===== config.mk =====
export PLATFORM = sky130hd
export DESIGN_NAME = boot_code_led
export DESIGN_NICKNAME = d
export VERILOG_FILES = /design/src/rtl/boot_code_led.sv
export SDC_FILE = /design/constraint.sdc
export NUM_CORES = 1
export LEC_CHECK = 0
export CORE_MARGIN = 2
export CORE_UTILIZATION = 59
export CTS_BUF_LIST = sky130_fd_sc_hd__clkbuf_16
export CTS_CLUSTER_SIZE = 10
export DETAILED_ROUTE_END_ITERATION = 16
export PLACE_DENSITY = 0.88
export SETUP_SLACK_MARGIN = 0.2
export SYNTH_ARGS = -nofsm -noshare
export SYNTH_HDL_FRONTEND = slang
export SYNTH_SLANG_ARGS = --single-unit

===== constraint.sdc =====
create_clock -name clk -period 3.55 [get_ports clk]
set_input_delay 0.5325 -clock clk [delete_from_list [all_inputs] [get_ports clk]]
set_output_delay 0.5325 -clock clk [all_outputs]
set_load 0.01 [all_outputs]

===== src/rtl/boot_code_led.sv =====
module boot_code_led #(
  parameter int CLK_PER_MS  = 200000,
  parameter int T_STABLE_MS = 2000,
  parameter int T_LONG_MS   = 600,
  parameter int T_SHORT_MS  = 200,
  parameter int T_GAP_MS    = 400,
  parameter int T_PAUSE_MS  = 2000
) (
  input  logic       clk,
  input  logic       rst_n,
  input  logic       wr_en,
  input  logic [7:0] wr_data,
  output logic [7:0] rd_data,
  output logic       led
);
  localparam int PW   = (CLK_PER_MS > 1) ? $clog2(CLK_PER_MS) : 1;
  localparam int SW   = $clog2(T_STABLE_MS + 1);
  localparam int M1   = (T_LONG_MS > T_SHORT_MS) ? T_LONG_MS : T_SHORT_MS;
  localparam int M2   = (T_GAP_MS > T_PAUSE_MS) ? T_GAP_MS : T_PAUSE_MS;
  localparam int TMAX = (M1 > M2) ? M1 : M2;
  localparam int TW   = (TMAX > 1) ? $clog2(TMAX) : 1;

  localparam logic [PW-1:0] PRE_END  = PW'(CLK_PER_MS - 1);
  localparam logic [SW-1:0] STAB_END = SW'(T_STABLE_MS);
  localparam logic [TW-1:0] D_LONG   = TW'(T_LONG_MS - 1);
  localparam logic [TW-1:0] D_SHORT  = TW'(T_SHORT_MS - 1);
  localparam logic [TW-1:0] D_GAP    = TW'(T_GAP_MS - 1);
  localparam logic [TW-1:0] D_PAUSE  = TW'(T_PAUSE_MS - 1);

  typedef enum logic [1:0] {S_IDLE, S_ON, S_OFF, S_PAUSE} state_t;

  logic [7:0]    code;
  logic [PW-1:0] pre;
  logic [SW-1:0] stab;
  logic          done;
  state_t        state;
  logic [2:0]    idx;
  logic [TW-1:0] tmr;

  wire chg   = wr_en && (wr_data != code);
  wire tick  = (pre == PRE_END);
  wire start = tick && !done && (stab == STAB_END) && (code != 8'h00);
  wire [2:0] nidx = idx - 3'd1;

  assign rd_data = code;
  assign led     = (state == S_ON);

  always_ff @(posedge clk) begin
    if (!rst_n)     code <= 8'h00;
    else if (wr_en) code <= wr_data;
  end

  always_ff @(posedge clk) begin
    if (!rst_n || chg || tick) pre <= '0;
    else                       pre <= pre + 1'b1;
  end

  always_ff @(posedge clk) begin
    if (!rst_n || chg) begin
      stab <= '0;
      done <= 1'b0;
    end else if (tick && !done) begin
      if (stab == STAB_END) done <= 1'b1;
      else                  stab <= stab + 1'b1;
    end
  end

  always_ff @(posedge clk) begin
    if (!rst_n || chg) begin
      state <= S_IDLE;
      idx   <= 3'd7;
      tmr   <= '0;
    end else begin
      case (state)
        S_IDLE:
          if (start) begin
            state <= S_ON;
            idx   <= 3'd7;
            tmr   <= code[7] ? D_LONG : D_SHORT;
          end
        S_ON:
          if (tick) begin
            if (tmr == '0) begin
              state <= (idx == 3'd0) ? S_PAUSE : S_OFF;
              tmr   <= (idx == 3'd0) ? D_PAUSE : D_GAP;
            end else tmr <= tmr - 1'b1;
          end
        S_OFF:
          if (tick) begin
            if (tmr == '0) begin
              state <= S_ON;
              idx   <= nidx;
              tmr   <= code[nidx] ? D_LONG : D_SHORT;
            end else tmr <= tmr - 1'b1;
          end
        default:
          if (tick) begin
            if (tmr == '0) begin
              state <= S_ON;
              idx   <= 3'd7;
              tmr   <= code[7] ? D_LONG : D_SHORT;
            end else tmr <= tmr - 1'b1;
          end
      endcase
    end
  end

  assert_readback_R1: assert property (@(posedge clk) disable iff (!rst_n)
    wr_en |=> rd_data == $past(wr_data));

  assert_zero_dark_R2: assert property (@(posedge clk) disable iff (!rst_n)
    (rd_data == 8'h00) |-> !led);

  assert_no_early_R3: assert property (@(posedge clk) disable iff (!rst_n)
    led |-> done);

  assert_write_abort_R7: assert property (@(posedge clk) disable iff (!rst_n)
    chg |=> !led);

  assert_same_keeps_R8: assert property (@(posedge clk) disable iff (!rst_n)
    (wr_en && !chg && !tick) |=> $stable(stab) && $stable(done));
endmodule


## Yosys cells after proc, flatten, opt, wreduce, memory -nomap -nowiden

Cells that the tools add are included.

- Divide/modulo/power cells: 0
- Add/subtract/negate cells: 4
- Equality and inequality tests: 10
- Multipliers: 0
- Shifts and indexed selects: 0
- Bitwise logic cells: 2
- Reductions and logical operators: 19
- Muxes and demuxes: 26
- Order comparisons: 1

Operators with widths:

| cell | count |
|---|---|
| $mux 11 | 8 |
| $pmux 11 s3 | 1 |
| $mux 10 | 2 |
| $add 18x1->18 const B | 1 |
| $eq 18x18->1 const B | 1 |
| $mux 3 | 5 |
| $add 11x1->11 const B | 1 |
| $eq 11x11->1 const B | 1 |
| $logic_not 11->1 | 1 |
| $sub 11x1->11 const B | 1 |
| $mux 2 | 5 |
| $pmux 3 s3 | 1 |
| $ne 8x8->1 | 1 |
| $reduce_bool 8->1 | 1 |
| $ne 2x2->1 const B | 3 |
| $reduce_and 6->1 | 1 |
| $reduce_and 5->1 | 1 |
| $logic_and 1x1->1 | 4 |
| $lt 3x4->1 const B | 1 |
| $ne 2x1->1 const B | 2 |
| $pmux 2 s2 | 1 |
| $reduce_and 2->1 | 2 |
| $reduce_and 4->1 | 1 |
| $reduce_bool 2->1 | 2 |
| other kinds (10) | 14 |

- Bits in latches: 0
- RAM bits: 0
- ROM bits: 0
- Input port bits: 11
- Memories: 0
- Bits in registers: 54
- Logic and storage cells: 69

## Depth between registers and ports, before layout

- Word-level depth: 7
- Depth in mapped cells: 9

## Worst setup path after synthesis

No wires, ideal clock.

- Path type: reg2reg
- From: register tmr[0]
- To: register tmr[10]
- Data required time: 3.479 ns
- Arrival time: 2.163 ns
- Setup time: 0.071 ns
- Cell stages (with the launch flop): 9
- Slack: 1.317 ns
- Path through: dfxtp_1 > inv_1 > ha_1 > or4b_4 > buf_6 > nor4_4 > nand2_1 > or4_1 > a21oi_1

- Cells in the longest elaborated chain, start to end: 4
- Elaborated cells on any way between the ends: 9
- Those cells by class: 1 x add/sub; 7 x mux; 1 x reduce/logical

Ends and longest elaborated chain:

| element | RTL line | text |
|---|---|---|
| start, declared | 38 | `logic [TW-1:0] tmr;` |
| start signal, assigned | 79 | `tmr <= code[7] ? D_LONG : D_SHORT;` |
| start signal, assigned | 85 | `tmr <= (idx == 3'd0) ? D_PAUSE : D_GAP;` |
| start signal, assigned | 86 | `end else tmr <= tmr - 1'b1;` |
| $sub 11x1->11 or $logic_not 11->1 (tied branches) | -- |  |
| $mux 11 (on tied branches) | 98, 83, 90 |  |
| $mux 11 (on tied branches) | 97, 82, 89 |  |
| $pmux 11 s3 * | 74 | `case (state)` |

Mark *: on every way between the ends. The rest lies on a longest branch, timed or not. The select of a mux whose other input is x is not followed.
A chain may end at the register's enable or synchronous reset.

## Worst setup path in the final report

- From: register tmr[0]
- To: register idx[2]

- Cells in the longest elaborated chain, start to end: 3
- Elaborated cells on any way between the ends: 4
- Those cells by class: 1 x eq/ne; 3 x reduce/logical

Ends and longest elaborated chain:

| element | RTL line | text |
|---|---|---|
| $logic_not 11->1 * | 90, 98 |  |
| $ne 2x2->1 (no line) or $reduce_bool 2->1 (tied branches) | -- |  |
| $reduce_and 6->1 (no line) * | -- |  |
| end signal, assigned | 92 | `idx <= nidx;` |
| end, declared | 37 | `logic [2:0] idx;` |

Mark *: on every way between the ends. The rest lies on a longest branch, timed or not.

==> impl_metrics.tcl <==
set metrics [dict create \
    via_count 2678 \
    drive_above_1_share_pct 6.52 \
    cts_sinks 54 \
    setup-tns-final_ns 0 \
    critPathSlowestCell "or4b_4" \
    leakage_nw 1.12 \
    dp_hpwl_um 4870 \
    die_area_mm2 0.00576 \
    cts_buffer_depth 2 \
    drt-initial-drc-count 232 \
    crit_type "reg -> reg" \
    port_buffers 19 \
    async_flop_share_pct 0 \
    root_buffer "clkbuf_16" \
    period_needed_ns 2.58 \
    hold_path.class "reg -> reg" \
    cp.arrival_ns 2.81 \
    synth.avg_cell_area_um2 8.59 \
    syn_area_mm2 0.00305 \
    grt_max_degree 20 \
    grt_antenna_before_repair 0 \
    firstDrtPassIters 4 \
    synth_seq_area_share_pct 35.4 \
    place_congestion 0.888 \
    core_mm2 0.00504 \
    ys_types 55 \
    cts_tree "yes" \
    die_h_um 75.9 \
    cts_setup_buffers 0 \
    maxSlewHeadroom_pct 39.8 \
    path_cells "inv_1 > ha_1 > or4b_4 > nor4_1 > nand2_1 > a2111oi_0 > a211o_1" \
    ys_top_cells_by_area "dfxtp_1 35%, xnor2_1 5.7%, nor2_1 4.3%, mux2i_1 3.6%, a21oi_1 3.0%" \
    holdBufCountCts 0 \
    cp-start-kind "flip-flop" \
    grt-ovfl-total 0 \
    grt_first_pass_wirelength_um 11300 \
    avgViaCountPerCell 6.11 \
    power_switching_uw 248 \
    syn_inst 355 \
    cts_resized 0 \
    synth_edf_count 0 \
    post-route-period-util_pct 72.6 \
    dpl.cell_count 431 \
    ys.flop_type "dfxtp_1" \
    clk_pin_slew_ns 0.07 \
    clock_latency_ns 0.29 \
    drc 0 \
    initial_core_util_pct 60.5 \
    wl_per_cell_um 15.1 \
    h-tree-depth 2 \
    fin_skew_ns 0.00565 \
    die_w_um 75.9 \
    setup_viol 0 \
    final_nets 385 \
    maxCapViolCount 0 \
    clockPowerShare_pct 39.9 \
    cp_max_fo 11 \
    numCtsBuffers 5 \
    synth_area_leader_cell "dfxtp_1" \
    cp.required_ns 3.79 \
    final_cells 438 \
    antenna_left 0 \
    powerDensity_mw_per_mm2 339 \
    io_pins 20 \
    synth_top_area_share_pct 35.4 \
    wl_um 6610 \
    grtUsageTotal_pct 23.5 \
    hold_violations 0 \
    worstMarginPinSlew_ns 0.903 \
    syn_nets 372 \
    syn_to_final_growth_pct 11.6 \
    ys_seq_elements 54 \
    cpPeakStageDelay_ns 0.56 \
    grt_pass1_vias 2506 \
    seqPwrFrac_pct 53.9 \
    fmax_mhz 388 \
    diodes 0 \
    rsz0062_at_grt "no" \
    fin_hold_ws_ns 0.469 \
    status "complete, no violations" \
    intPower_uw 906 \
    swShare_pct 21.5 \
    ys_warn_count 0 \
    p_comb_share_pct 6.2 \
    fp-row-count 26 \
    ir_worst_vdd_mv 0.287 \
    critical_path.endpoint_type "flip-flop" \
    maxSlewViolCount 0 \
]
[power groups by stage]
| stage | registers, mW | logic [mW] | clock network (mW) |
|---|---|---|---|
| 6_report | 0.622 | 0.0710 | 0.460 |
| 5_1_grt | 0.623 | 0.0779 | 0.488 |
| 4_1_cts | 0.622 | 0.0715 | 0.465 |
| 3_5_place_dp | 0.636 | 0.0711 | 0 |
| 3_3_place_gp | 0.636 | 0.0704 | 0 |
| 2_1_floorplan | 0.635 | 0.0396 | 0 |
[placed cells by master, fill, tap and decap left out, types with 9 or more instances in the layout]
| cell type | n |
|---|---|
| mux2i_1 | 11 |
| nand2_1 | 18 |
| nand4_1 | 14 |
| inv_1 | 15 |
| o21ai_0 | 9 |
| dfxtp_1 | 54 |
| nor2b_1 | 13 |
| clkdlybuf4s50_1 | 19 |
| nor3_1 | 13 |
| nand3_1 | 13 |
| nor2_1 | 35 |
| nor4_1 | 12 |
| xor2_1 | 10 |
| a21oi_1 | 18 |
| xnor2_1 | 20 |
[registers in the layout, summed over array words and instances, names as in the netlist]
signal	cells
done	1
idx	3
pre	18
rd_data	8
stab	11
state	2
tmr	11
[through the flow]
stage	setup WS, ns	total power, mW	util [%]	cell area, um^2
5_1_grt	0.712	1.19	67.5	3400
6_report	0.972	1.15	67.5	3400
3_5_place_dp	0.873	0.707	64.8	3270
3_3_place_gp	0.987	0.706	64.8	3270
2_1_floorplan	1.32	0.675	-	3050
4_1_cts	1.02	1.16	67.5	3400
[final cells by class]
| class | count | area [um^2] |
|---|---|---|
| flip-flops and latches | 54 | 1080 |
| repair buffers | 22 | 213 |
| fillers | 400 | 1640 |
| clock inverters | 2 | 11.3 |
| well taps | 70 | 87.6 |
| inverters | 14 | 52.6 |
| clock buffers | 5 | 125 |
| multi-input cells | 271 | 1830 |
[cell usage after synthesis, types with 4 or more instances]
library cell	count
mux2i_1	11
xnor2_1	20
inv_1	14
clkbuf_1	11
or4_1	6
nand3_1	13
o21ai_0	9
a211oi_1	5
nand4b_1	4
ha_1	6
nor2b_1	13
xor2_1	10
nand4_1	14
or3_1	6
o31ai_1	6
nor3_1	13
a21oi_1	18
or2_2	4
dfxtp_1	54
nor2_1	35
nor4_1	12
nand2_1	18
[final timing paths]
check | from | end | slack [ns] | cells past startpoint
worst min register to register | pre[0]$_SDFF_PP0_ | pre[0]$_SDFF_PP0_ | 0.47 | 1
worst max-delay path | tmr[0]$_SDFFE_PP0P_ | idx[2]$_SDFFE_PP1P_ | 0.97 | 7
worst min-delay path | pre[0]$_SDFF_PP0_ | pre[0]$_SDFF_PP0_ | 0.47 | 1
worst max register to register | tmr[0]$_SDFFE_PP0P_ | idx[2]$_SDFFE_PP1P_ | 0.97 | 7
[critical path: cells and delay by family (launching register included)]
kind	cells	cell delay, ns
and+or+nand+nor	3	1.26
AOI/OAI and AO/OA	2	0.61
DFF	1	0.35
adders and majority gates	1	0.20
buffers and inverters	1	0.11
[metal layers]
metal	track usage, %	routed length [um]	up-vias
met5	0	0	-
met4	7.45	87	0
met3	4.40	368	10
met2	40.4	3210	71
met1	30.0	2950	1260
li1	-	-	1337
[cell families (layout without fill, tap and decap cells)]
| group | after synthesis | in the layout | share of synthesized area (%) |
|---|---|---|---|
| buffers and inverters | 30 | 43 | 4.47 |
| multiplexers | 13 | 13 | 5.09 |
| AND/OR/NAND/NOR | 159 | 159 | 30.1 |
| flip-flops | 54 | 54 | 35.4 |
| XOR/XNOR | 30 | 30 | 8.61 |
| AO/OA/AOI/OAI | 63 | 63 | 13.9 |
| adder cells (fa/ha/maj) | 6 | 6 | 2.46 |
Note: power is estimated with default switching activity, not from simulation.
